### config.mk
export PLATFORM = sky130hd
export DESIGN_NAME = priv_exc_seq
export DESIGN_NICKNAME = d
export VERILOG_FILES = /design/src/rtl/priv_seq_pkg.sv /design/src/rtl/exc_arbiter.sv /design/src/rtl/exc_ctx_regs.sv /design/src/rtl/vec_entry_addr.sv /design/src/rtl/priv_exc_seq.sv
export SDC_FILE = /design/constraint.sdc
export NUM_CORES = 1
export LEC_CHECK = 0
export ABC_AREA = 1
export BUFFER_PORTS_ARGS = -buffer_cell sky130_fd_sc_hd__clkbuf_2
export CORE_MARGIN = 2
export CORE_UTILIZATION = 48
export DETAILED_ROUTE_END_ITERATION = 8
export GPL_TIMING_DRIVEN = 0
export PLACE_DENSITY_LB_ADDON = 0.3
export SLEW_MARGIN = 20
export SYNTH_ARGS = -nofsm -noshare
export SYNTH_HDL_FRONTEND = slang
export SYNTH_HIERARCHICAL = 1
export SYNTH_SLANG_ARGS = --single-unit
### constraint.sdc
create_clock -name clk -period 2.7 [get_ports clk]
set_clock_uncertainty 0.05 [all_clocks]
set_input_delay 0.54 -clock clk [delete_from_list [all_inputs] [get_ports clk]]
set_output_delay 0.54 -clock clk [all_outputs]
set_load 0.02 [all_outputs]
### src/rtl/priv_seq_pkg.sv
package priv_seq_pkg;
    typedef enum logic [2:0] {
        IC_NORMAL = 3'd0,
        IC_PRIV   = 3'd1,
        IC_TRAP   = 3'd2,
        IC_RETURN = 3'd3,
        IC_DROP   = 3'd4
    } iclass_e;

    typedef enum logic [0:0] {
        ST_RUN   = 1'b0,
        ST_FETCH = 1'b1
    } seq_state_e;

    localparam int unsigned BAD_INSTR_VEC = 6;
endpackage

### src/rtl/exc_arbiter.sv
module exc_arbiter
    import priv_seq_pkg::*;
#(
    parameter int PC_W  = 32,
    parameter int VEC_W = 8
) (
    input  logic             kernel_mode,
    input  logic             instr_valid,
    input  logic [2:0]       instr_class,
    input  logic             fault_req,
    input  logic             fault_abort,
    input  logic [VEC_W-1:0] fault_vec,
    input  logic [VEC_W-1:0] trap_vec,
    input  logic [PC_W-1:0]  cur_pc,
    input  logic [PC_W-1:0]  next_pc,
    input  logic             irq_pend,
    input  logic [VEC_W-1:0] irq_vec_q,
    input  logic             ctx_resumable,
    output logic             take_exc,
    output logic [VEC_W-1:0] exc_vec,
    output logic [PC_W-1:0]  exc_epc,
    output logic             exc_is_trap,
    output logic             exc_resumable,
    output logic             irq_take,
    output logic             do_return,
    output logic             do_drop
);
    iclass_e cls;
    logic    is_protected;

    assign cls          = iclass_e'(instr_class);
    assign is_protected = (cls == IC_PRIV) || (cls == IC_RETURN) || (cls == IC_DROP);

    always_comb begin
        take_exc      = 1'b0;
        exc_vec       = '0;
        exc_epc       = cur_pc;
        exc_is_trap   = 1'b0;
        exc_resumable = 1'b1;
        irq_take      = 1'b0;
        do_return     = 1'b0;
        do_drop       = 1'b0;
        if (instr_valid) begin
            if (fault_req) begin
                take_exc      = 1'b1;
                exc_vec       = fault_vec;
                exc_resumable = !fault_abort;
            end else if (is_protected && !kernel_mode) begin
                take_exc = 1'b1;
                exc_vec  = VEC_W'(BAD_INSTR_VEC);
            end else if (cls == IC_RETURN && !ctx_resumable) begin
                take_exc = 1'b1;
                exc_vec  = VEC_W'(BAD_INSTR_VEC);
            end else if (cls == IC_TRAP) begin
                take_exc    = 1'b1;
                exc_vec     = trap_vec;
                exc_epc     = next_pc;
                exc_is_trap = 1'b1;
            end else if (irq_pend && !kernel_mode) begin
                take_exc = 1'b1;
                irq_take = 1'b1;
                exc_vec  = irq_vec_q;
                exc_epc  = next_pc;
            end else begin
                do_return = (cls == IC_RETURN);
                do_drop   = (cls == IC_DROP);
            end
        end
    end
endmodule

### src/rtl/exc_ctx_regs.sv
module exc_ctx_regs #(
    parameter int PC_W = 32
) (
    input  logic            clk,
    input  logic            rst_n,
    input  logic            save,
    input  logic [PC_W-1:0] save_epc,
    input  logic            save_mode,
    input  logic            save_is_trap,
    input  logic            save_resumable,
    output logic [PC_W-1:0] ctx_epc,
    output logic            ctx_mode,
    output logic            ctx_is_trap,
    output logic            ctx_resumable
);
    always_ff @(posedge clk or negedge rst_n) begin
        if (!rst_n) begin
            ctx_epc       <= '0;
            ctx_mode      <= 1'b0;
            ctx_is_trap   <= 1'b0;
            ctx_resumable <= 1'b0;
        end else if (save) begin
            ctx_epc       <= save_epc;
            ctx_mode      <= save_mode;
            ctx_is_trap   <= save_is_trap;
            ctx_resumable <= save_resumable;
        end
    end
endmodule

### src/rtl/vec_entry_addr.sv
module vec_entry_addr #(
    parameter int PC_W        = 32,
    parameter int VEC_W       = 8,
    parameter int ENTRY_SHIFT = 3
) (
    input  logic [PC_W-1:0]  base,
    input  logic [VEC_W-1:0] vec,
    output logic [PC_W-1:0]  addr
);
    localparam int PAD_W = PC_W - VEC_W;
    logic [PC_W-1:0] offset;

    assign offset = {{PAD_W{1'b0}}, vec} << ENTRY_SHIFT;
    assign addr   = base + offset;
endmodule

### src/rtl/priv_exc_seq.sv
module priv_exc_seq
    import priv_seq_pkg::*;
#(
    parameter int PC_W        = 32,
    parameter int VEC_W       = 8,
    parameter int ENTRY_SHIFT = 3
) (
    input  logic             clk,
    input  logic             rst_n,
    input  logic             instr_valid,
    input  logic [2:0]       instr_class,
    input  logic             fault_req,
    input  logic             fault_abort,
    input  logic [VEC_W-1:0] fault_vec,
    input  logic [VEC_W-1:0] trap_vec,
    input  logic             irq_req,
    input  logic [VEC_W-1:0] irq_vec,
    input  logic [PC_W-1:0]  cur_pc,
    input  logic [PC_W-1:0]  next_pc,
    input  logic [PC_W-1:0]  tbl_base,
    output logic             mem_rd_en,
    output logic [PC_W-1:0]  mem_addr,
    input  logic             mem_rd_valid,
    input  logic [PC_W-1:0]  mem_rd_data,
    output logic             redirect_valid,
    output logic [PC_W-1:0]  redirect_pc,
    output logic             keep_rv,
    output logic             kernel_mode,
    output logic             busy
);
    seq_state_e       state_q, state_d;
    logic             kernel_q;
    logic [VEC_W-1:0] vec_q;
    logic             irq_pend_q;
    logic [VEC_W-1:0] irq_vec_q;

    logic             take_exc, irq_take, do_return, do_drop;
    logic [VEC_W-1:0] exc_vec;
    logic [PC_W-1:0]  exc_epc;
    logic             exc_is_trap, exc_resumable;
    logic [PC_W-1:0]  ctx_epc;
    logic             ctx_mode, ctx_is_trap, ctx_resumable;
    logic             retire;

    assign retire = instr_valid && (state_q == ST_RUN);

    exc_arbiter #(.PC_W(PC_W), .VEC_W(VEC_W)) u_arb (
        .kernel_mode  (kernel_q),
        .instr_valid  (retire),
        .instr_class  (instr_class),
        .fault_req    (fault_req),
        .fault_abort  (fault_abort),
        .fault_vec    (fault_vec),
        .trap_vec     (trap_vec),
        .cur_pc       (cur_pc),
        .next_pc      (next_pc),
        .irq_pend     (irq_pend_q),
        .irq_vec_q    (irq_vec_q),
        .ctx_resumable(ctx_resumable),
        .take_exc     (take_exc),
        .exc_vec      (exc_vec),
        .exc_epc      (exc_epc),
        .exc_is_trap  (exc_is_trap),
        .exc_resumable(exc_resumable),
        .irq_take     (irq_take),
        .do_return    (do_return),
        .do_drop      (do_drop)
    );

    exc_ctx_regs #(.PC_W(PC_W)) u_ctx (
        .clk           (clk),
        .rst_n         (rst_n),
        .save          (take_exc),
        .save_epc      (exc_epc),
        .save_mode     (kernel_q),
        .save_is_trap  (exc_is_trap),
        .save_resumable(exc_resumable),
        .ctx_epc       (ctx_epc),
        .ctx_mode      (ctx_mode),
        .ctx_is_trap   (ctx_is_trap),
        .ctx_resumable (ctx_resumable)
    );

    vec_entry_addr #(.PC_W(PC_W), .VEC_W(VEC_W), .ENTRY_SHIFT(ENTRY_SHIFT)) u_addr (
        .base(tbl_base),
        .vec (vec_q),
        .addr(mem_addr)
    );

    // State register together with the mode bit, the latched vector and the pending interrupt
    always_ff @(posedge clk or negedge rst_n) begin
        if (!rst_n) begin
            state_q    <= ST_RUN;
            kernel_q   <= 1'b1;
            vec_q      <= '0;
            irq_pend_q <= 1'b0;
            irq_vec_q  <= '0;
        end else begin
            state_q <= state_d;
            if (take_exc) begin
                kernel_q <= 1'b1;
                vec_q    <= exc_vec;
            end else if (do_return) begin
                kernel_q <= ctx_mode;
            end else if (do_drop) begin
                kernel_q <= 1'b0;
            end
            if (irq_take) begin
                irq_pend_q <= 1'b0;
            end else if (irq_req && !irq_pend_q) begin
                irq_pend_q <= 1'b1;
                irq_vec_q  <= irq_vec;
            end
        end
    end

    // Next state and outputs
    always_comb begin
        state_d        = state_q;
        mem_rd_en      = 1'b0;
        redirect_valid = 1'b0;
        redirect_pc    = ctx_epc;
        keep_rv        = 1'b0;
        unique case (state_q)
            ST_RUN: begin
                if (take_exc) begin
                    state_d = ST_FETCH;
                end
                redirect_valid = do_return;
                keep_rv        = do_return && ctx_is_trap;
            end
            ST_FETCH: begin
                mem_rd_en   = 1'b1;
                redirect_pc = mem_rd_data;
                if (mem_rd_valid) begin
                    redirect_valid = 1'b1;
                    state_d        = ST_RUN;
                end
            end
            default: state_d = ST_RUN;
        endcase
    end

    assign kernel_mode = kernel_q;
    assign busy        = (state_q == ST_FETCH);
endmodule

Yosys cells after proc, flatten, opt, wreduce, memory -nomap -nowiden --
Cells that the tools add are included.
Operators by class: eq/ne operators 4, reductions and logical operators 15, $add $sub $neg 1, order comparisons 0, shifts and indexed selects 0, divide/modulo/power cells 0, bitwise logic cells 2, mux-type cells 55, $mul 0
Operators by type and width (number):
- $mux 32 | 7
- $mux 8 | 6
- $mux 1 | 40
- $add 32x11->32 | 1
- $eq 3x2->1 const B | 2
- $logic_and 1x1->1 | 6
- $logic_not 1->1 | 4
- $pmux 1 s2 | 2
- $eq 3x1->1 const B | 1
- $eq 3x3->1 const B | 1
- $reduce_bool 3->1 | 1
- $logic_or 1x1->1 | 2
- $not 1->1 | 2
- $reduce_and 2->1 | 1
- $reduce_bool 2->1 | 1
Word-level totals: memories kept 0, logic and storage cells 86, bits in read-only memories 0, bits in registers 54, bits of input ports 162, latch bits 0, output and inout bits 69, bits in writable memories 0

Logic depth before layout (Yosys ltp) --
Gate-level depths: netlist of the first run.
word-level depth 11, mapped depth 13, mapped depth without buffers 11

Hierarchy --
Netlist of the first run, hierarchy kept.
Modules (own cells, without submodules):
- exc_ctx_regs | area each 1382.6 sq um, instances 1, cells an instance 148, sequential area each 875.8 sq um
- vec_entry_addr | area each 1300.0 sq um, instances 1, cells an instance 267, sequential area each 0.0 sq um
- priv_exc_seq | area each 1267.5 sq um, instances 1, cells an instance 191, sequential area each 476.7 sq um
- exc_arbiter | area each 989.7 sq um, instances 1, cells an instance 199, sequential area each 0.0 sq um

Worst setup path before layout of the first run --
No wires, ideal clock.
path kind in2out, start point input tbl_base[3], end point output mem_addr[11], buffers on the path 0, required time 2110 ps, stages 7, setup slack 134 ps, arrival time 1976 ps, path through ha_1 -> fa_1 -> nand3_1 -> nand3_2 -> nand2_1 -> nand2_2 -> xor2_1
On the way: cells in the longest elaborated chain, start to end 1
Ends and longest elaborated chain:
- from (decl) | line priv_exc_seq.sv:20 | input logic [PC_W-1:0] tbl_base,
- $add 32x11->32 | line vec_entry_addr.sv:14 | assign addr = base + offset;
- to (decl) | line priv_exc_seq.sv:22 | output logic [PC_W-1:0] mem_addr,
No other way between the ends.

Final worst setup path of the first run --
start point register vec_q[0], end point output mem_addr[31]
On the way: cells in the longest elaborated chain, start to end 1
Ends and longest elaborated chain:
- from (decl) | line priv_exc_seq.sv:33 | logic [VEC_W-1:0] vec_q;
- from (signal assigned) | line priv_exc_seq.sv:102 | vec_q <= exc_vec;
- $add 32x11->32 | line vec_entry_addr.sv:14
No other way between the ends.

==> reports/metrics.cfg, run 1 <==
[synth]
ys_ff_latch=54
synthCells=805
avgSynthCellArea_um2=6.14
synth_seq_area_share_pct=27.4
synth_top_cell_area_share_pct=33.5
synth.area.top_cells=nand2_1 34%, dfrtp_1 27%, nand4_1 4.6%
yosysTopAreaCell=nand2_1
synth_cell_types=34
synth_nets=976
synth_area_mm2=0.00494
ys_warn_count=6

[layout]
syn2layout_area_growth_pct=33.4
multiInputGateArea_mm2=0.00314
final_layout_size_suffix_gt1_share_pct=33.9
antenna_cells=0
fin_cells=1179
seq_area_mm2=0.00135
final_nets=1213
fillers=1008

[cts]
path_clk_slew_ps=110
clock_latency_ps=300
htree_levels=2
clock-sinks=54
cts_buffer_depth=2
hold_buffers=0
cts_tree=yes
cts-root-buf=clkbuf_8
cts_buffers=5

[drt]
top_layer_used=met4
viasPerCell=4.89
wl_met2_mm=7.14
routed_wl_mm=14.2
routedWlPerCell_um=12.0
drt_iter0_markers=247
ant_nets=0
first_pass_iters=4
wl_met1_mm=5.84
vias=5762
met3_length_um=880
drc=0

[die]
io_pins=231
die-area_mm2=0.0111
rows=37
die_y_um=105
dieWidth_um=105
start_util_pct=48.7
core_region_area_mm2=0.0101

[critical_path]
path_depth=11
end_kind=primary output
slowest_delay_ps=420
cp.required_ps=2110
crit_fanout=5
timing.rr.start=busy
reg2reg_slack_ps=800
r2r_cells=11
critical_path_buf_inv_count=2
critPathKind=reg2out
worstSetupEndpoint=mem_addr[31]
timing.rr.end=u_ctx/ctx_epc[23]
startpoint=vec_q[0]
crit_chain=ha_4 -> fa_2 -> nand3_2 -> nand3_4 -> nand2_4 -> nand2_8 -> nand2_4 -> inv_4 -> nand3_2 -> nand2_2 -> buf_6
critPathLaunchType=flip-flop
critPathTopFamily=simple AND/OR/NAND/NOR gates
cp_slowest_cell=dfrtp_1
crit_arrival_ps=2110

[power_and_ir_drop]
power_density_mw_per_mm2=771
cellLeakagePower_uw=0.00406
power_uw=5080
vdd_drop_max_mv=0.571

[global_routing]
grt_max_degree=55
grt_pass1_vias=5447
antenna_found_initial=0
grt_overflow=0
globalRouteTotalUtil_pct=25.3
grt_pass1_wl_mm=23.4

[timing]
fmax_mhz=371
slew_viol_final=0
min_period_ps=2700
final_hold_viol_count=0
timing.max_slew.rel_slack_pct=51.1
setup_viol=0
grt_setup_unrepaired=true
post-route-period-util_pct=99.8
worst_slew_pin_slew_ps=733

[outcome]
status=complete, no violations

[placement]
dp_hpwl_mm=11.4
numPortBuffers=226
placed_cells=1167
place.gp.congestion=0.927

[hold_path]
hp-class=in2async

[job]
max_cap_viol_count=0

[worst min path at each step]
| stage | slack, ps | startpoint | to | depth (start not counted) |
|---|---|---|---|---|
| floorplan | 190 | rst_n | busy | 0 |
| global placement | 400 | u_ctx/ctx_epc[16] | u_ctx/ctx_epc[16] | 2 |
| detailed placement | 410 | u_ctx/ctx_epc[14] | u_ctx/ctx_epc[14] | 2 |
| CTS | 280 | rst_n | u_ctx/ctx_epc[11] | 1 |
| global route | 320 | rst_n | u_ctx/ctx_epc[11] | 1 |
| finish | 250 | rst_n | u_ctx/ctx_epc[11] | 1 |
[cell families (layout without fill, tap and decap cells)]
group                      Yosys count  in the layout  share of synthesized area, %
and+or+nand+nor                    610            610                          53.5
AOI/OAI and AO/OA                   18             18                          2.15
DFF                                 54             54                          27.4
buffers and inverters              102            340                          12.4
xor gates and xnor gates            12             12                          2.13
adders and majority gates            9              9                          2.43
[placed cells by master (no fill, tap or decap), types with 2 or more instances in the layout]
cell type and count:
dfrtp_1 53, a21oi_1 3, buf_2 10, ha_4 4, nand2_1 433, nand3_2 10, nand3_4 2, inv_1 57
nor2_2 5, buf_8 5, buf_6 16, nor2_4 8, o21ai_0 10, buf_4 18, ha_1 3, nand3b_1 6
nand2_2 31, inv_8 2, nor2_1 33, inv_4 2, nand4_1 36, nand3_1 37, xor2_1 10, xnor2_1 2
nand2_4 6, inv_2 5, clkbuf_8 5, clkbuf_2 214
[where the power goes]
part,switching [uW],internal [uW],total [uW]
Clock,271,278,549
Combinational,1980,1150,3130
Sequential,241,1160,1400
Total,2490,2590,5080
[metal layers]
metal / track usage [%] / vias to the layer above
met2: 45.4 / 209
met3: 4.08 / 32
li1: - / 2960
met1: 30.7 / 2561
met4: 8.48 / 0
met5: 0 / -
[through the flow]
stage / setup TNS [ps] / cell area (um^2) / util, % / setup WS [ps] / hold WS, ps
finish: 0 / 6590 / 65.0 / 4.24 / 247
CTS: 0 / 6400 / 63.1 / 11.2 / 283
detailed placement: -1340 / 6240 / 61.6 / -187 / 408
global placement: -1200 / 6240 / 61.6 / -178 / 404
floorplan: 0 / 4940 / - / 134 / 194
global route: -479 / 6590 / 65.0 / -77.4 / 318
[area by class of cell]
| cell class | count | area share [%] |
|---|---|---|
| repair buffers | 230 | 18.1 |
| inverters | 67 | 4.12 |
| well taps | 136 | 2.58 |
| clock buffers | 5 | 1.04 |
| plain buffers | 35 | 5.22 |
| flip-flops and latches | 54 | 20.5 |
| multi-input cells | 649 | 47.7 |
| clock inverters | 3 | 0.665 |
[cells in the mapped netlist, drive strengths merged]
cell / instances
clkinv: 1
nand3b: 6
xor2: 10
or2: 1
nand2: 471
nor3: 1
a21oi: 5
o21bai: 1
inv: 66
o21ai: 11
nor2: 46
buf: 35
dfstp: 1
nand4: 36
fa: 1
xnor2: 2
dfrtp: 53
o21a: 1
ha: 8
nand3: 49
[flip-flops by register name, summed over array words and instances, names as in the netlist]
name                 cells
kernel_mode              1
irq_vec_q                8
u_ctx/ctx_epc           32
u_ctx/ctx_mode           1
irq_pend_q               1
u_ctx/ctx_resumable      1
u_ctx/ctx_is_trap        1
busy                     1
vec_q                    8
[repair_timing]
action | CTS | global route
setup buffers | 2 | 2
setup endpoints to repair | 13 | 23
gates resized for setup | 8 | 53
pin swaps | 1 | 11
(Power assumes the default switching activity.)
==> inputs of run 2 (changes only) <==
--- a/config.mk
+++ b/config.mk
@@ -5,10 +5,10 @@
 export SDC_FILE = /design/constraint.sdc
 export NUM_CORES = 1
 export LEC_CHECK = 0
-export ABC_AREA = 1
 export BUFFER_PORTS_ARGS = -buffer_cell sky130_fd_sc_hd__clkbuf_2
 export CORE_MARGIN = 2
-export CORE_UTILIZATION = 48
+export CORE_UTILIZATION = 46
+export CTS_BUF_LIST = sky130_fd_sc_hd__clkbuf_4 sky130_fd_sc_hd__clkbuf_8
 export DETAILED_ROUTE_END_ITERATION = 8
 export GPL_TIMING_DRIVEN = 0
 export PLACE_DENSITY_LB_ADDON = 0.3
==> reports/metrics.cfg, run 2 <==
[outcome]
status=finished, violations left
violations=setup timing

[die]
rows=34
core_region_area_mm2=0.00872
die_y_um=98.7
dieWidth_um=98.7
io_pins=231
start_util_pct=47.3
die-area_mm2=0.00974

[critical_path]
cp_slowest_cell=dfrtp_1
critPathKind=reg2out
end_kind=primary output
critPathLaunchType=flip-flop
crit_arrival_ps=2470
slowest_delay_ps=410
reg2reg_slack_ps=190
crit_chain=ha_4 -> fa_2 -> a211oi_2 -> o21ai_2 -> o311ai_4 -> buf_12 -> nor2_4 -> xor2_2 -> clkbuf_8
timing.rr.start=busy
timing.rr.end=u_ctx/ctx_epc[28]
cp.required_ps=2110
r2r_cells=9
crit_fanout=7
startpoint=vec_q[0]

[layout]
final_cell_mix=203 x clkbuf_2, 83 x mux2_2, 53 x dfrtp_1
largest_register_ff_count=32
fin_cells=711
largestRegisters=u_ctx/ctx_epc x32, irq_vec_q x8, vec_q x8
final_nets=773
mostFrequentLayoutCell=clkbuf_2
final_layout_size_suffix_gt1_share_pct=71.5
syn2layout_area_growth_pct=45.5
final_util_pct=68.9
regMostFlops=u_ctx/ctx_epc
antenna_cells=0

[timing]
post-route-period-util_pct=113
fmax_mhz=327
grt_setup_unrepaired=true
min_period_ps=3060
worst_slew_pin_slew_ps=750
fin_ws_ps=-357
finalSetupTns_ps=-4700
timing.max_slew.rel_slack_pct=50.0
slew_viol_final=0
setup_viol=21
fin_hold_ws_ps=248
final_hold_viol_count=0

[cts]
htree_levels=2
clock_latency_ps=310
cts-root-buf=clkbuf_8
path_clk_slew_ps=100
cts_buffers=5
clock-sinks=54
cts_tree=yes
cts_buffer_depth=2

[synth]
avgSynthCellArea_um2=11.7
synth_area_mm2=0.00413
synth_nets=525
ys_ff_latch=54
synth_top_cell_area_share_pct=32.1
yosysTopAreaCell=dfrtp_1
synth-main-ff-cell=dfrtp_1
ys_warn_count=6
synth.area.top_cells=dfrtp_1 32%, mux2_2 23%, mux2_4 11%
synth_commonest_cells=83 x mux2_2, 53 x dfrtp_1, 30 x mux2_4
async_reset_ff_share_pct=100
synth_cell_types=54
yosys.cell_count.top_type=mux2_2
synth_edf_count=0
synth_seq_area_share_pct=32.8
synthCells=354

[global_routing]
met1_usage_pct=26.1
grt-busiest-layer=met2
met2_usage_pct=41.6
grt_max_degree=55
globalRouteTotalUtil_pct=22.5
grt_overflow=0
antenna_found_initial=0
gr-usage-met3_pct=5.39
grt_pass1_wl_mm=18.0
grt_pass1_vias=3858

[power_and_ir_drop]
cellLeakagePower_uw=0.00295
vdd_drop_max_mv=0.524
power_density_mw_per_mm2=835

[drt]
vias=3670
routed_wl_mm=11.3
ant_nets=0
drc=0
drt_iter0_markers=53
first_pass_iters=4
viasPerCell=5.16
routedWlPerCell_um=16.0

[placement]
numPortBuffers=227
placed_cells=689
place.gp.congestion=0.881
dp_hpwl_mm=8.86

[job]
max_cap_viol_count=0

[hold_path]
hp-class=in2async

==> run 2: timing repair <==
| action | 4_1_cts | 5_1_grt |
|---|---|---|
| setup buffers | 10 | 4 |
| resized for setup | 48 | 23 |
| pin swaps | 6 | 14 |
| hold buffers | 0 | 0 |
| endpoints found under the setup margin | 61 | 64 |
==> run 2: how the worst max path moves through the flow <==
| stage | slack (ps) | end | depth (start not counted) |
|---|---|---|---|
| final | -360 | mem_addr[25] | 9 |
| after global routing | -440 | mem_addr[31] | 8 |
| after CTS | -330 | mem_addr[25] | 9 |
| after detailed placement | -440 | mem_addr[25] | 9 |
| after global placement | -420 | mem_addr[29] | 9 |
| after floorplan | -110 | mem_addr[29] | 7 |
==> run 2: kinds of logic (layout without fill, tap and decap cells) <==
| group | after synthesis | count (layout) | share of synthesized area (%) |
|---|---|---|---|
| AO/OA/AOI/OAI | 41 | 41 | 6.73 |
| AND/OR/NAND/NOR | 83 | 83 | 12.3 |
| XOR/XNOR | 27 | 27 | 5.73 |
| multiplexers | 116 | 116 | 34.4 |
| flip-flops | 54 | 54 | 32.8 |
| buffers and inverters | 24 | 273 | 5.12 |
| adder cells (fa/ha/maj) | 9 | 9 | 2.91 |
==> run 2: critical path, delay by kind of cell (launching register included) <==
family | cells | cell delay [ps]
XOR/XNOR | 1 | 170
buffers and inverters | 2 | 350
adder cells (fa/ha/maj) | 2 | 550
flip-flops | 1 | 410
AO/OA/AOI/OAI | 3 | 630
AND/OR/NAND/NOR | 1 | 50
==> run 2: metal layers <==
metal  share of wire (%)  vias to the layer above
li1                    -                     1766
met1                  39                     1743
met5                   0                        -
met4                 1.7                        0
met2                  52                      143
met3                 6.6                       18
==> run 2: layout make-up <==
cell class              count  area, um^2
plain buffers              21         203
well taps                 108         135
multi-input cells         276        2830
fillers                   660        2720
inverters                   3        11.3
clock buffers               6        82.6
flip-flops and latches     54        1350
repair buffers            241        1380
clock inverters             2        16.3
==> run 2: per-stage QoR <==
step                setup WS [ps]  instance area, um^2  power [uW]
global placement             -423                 5520        4270
global route                 -444                 6010        5320
finish                       -357                 6010        5020
CTS                          -333                 5900        4980
detailed placement           -439                 5520        4340
floorplan                    -114                 4250        3520
==> run 2: power by group <==
part / total [uW] / internal (uW) / switching (uW)
combinational: 3110 / 1600 / 1510
clock: 489 / 212 / 277
sequential: 1420 / 1180 / 237
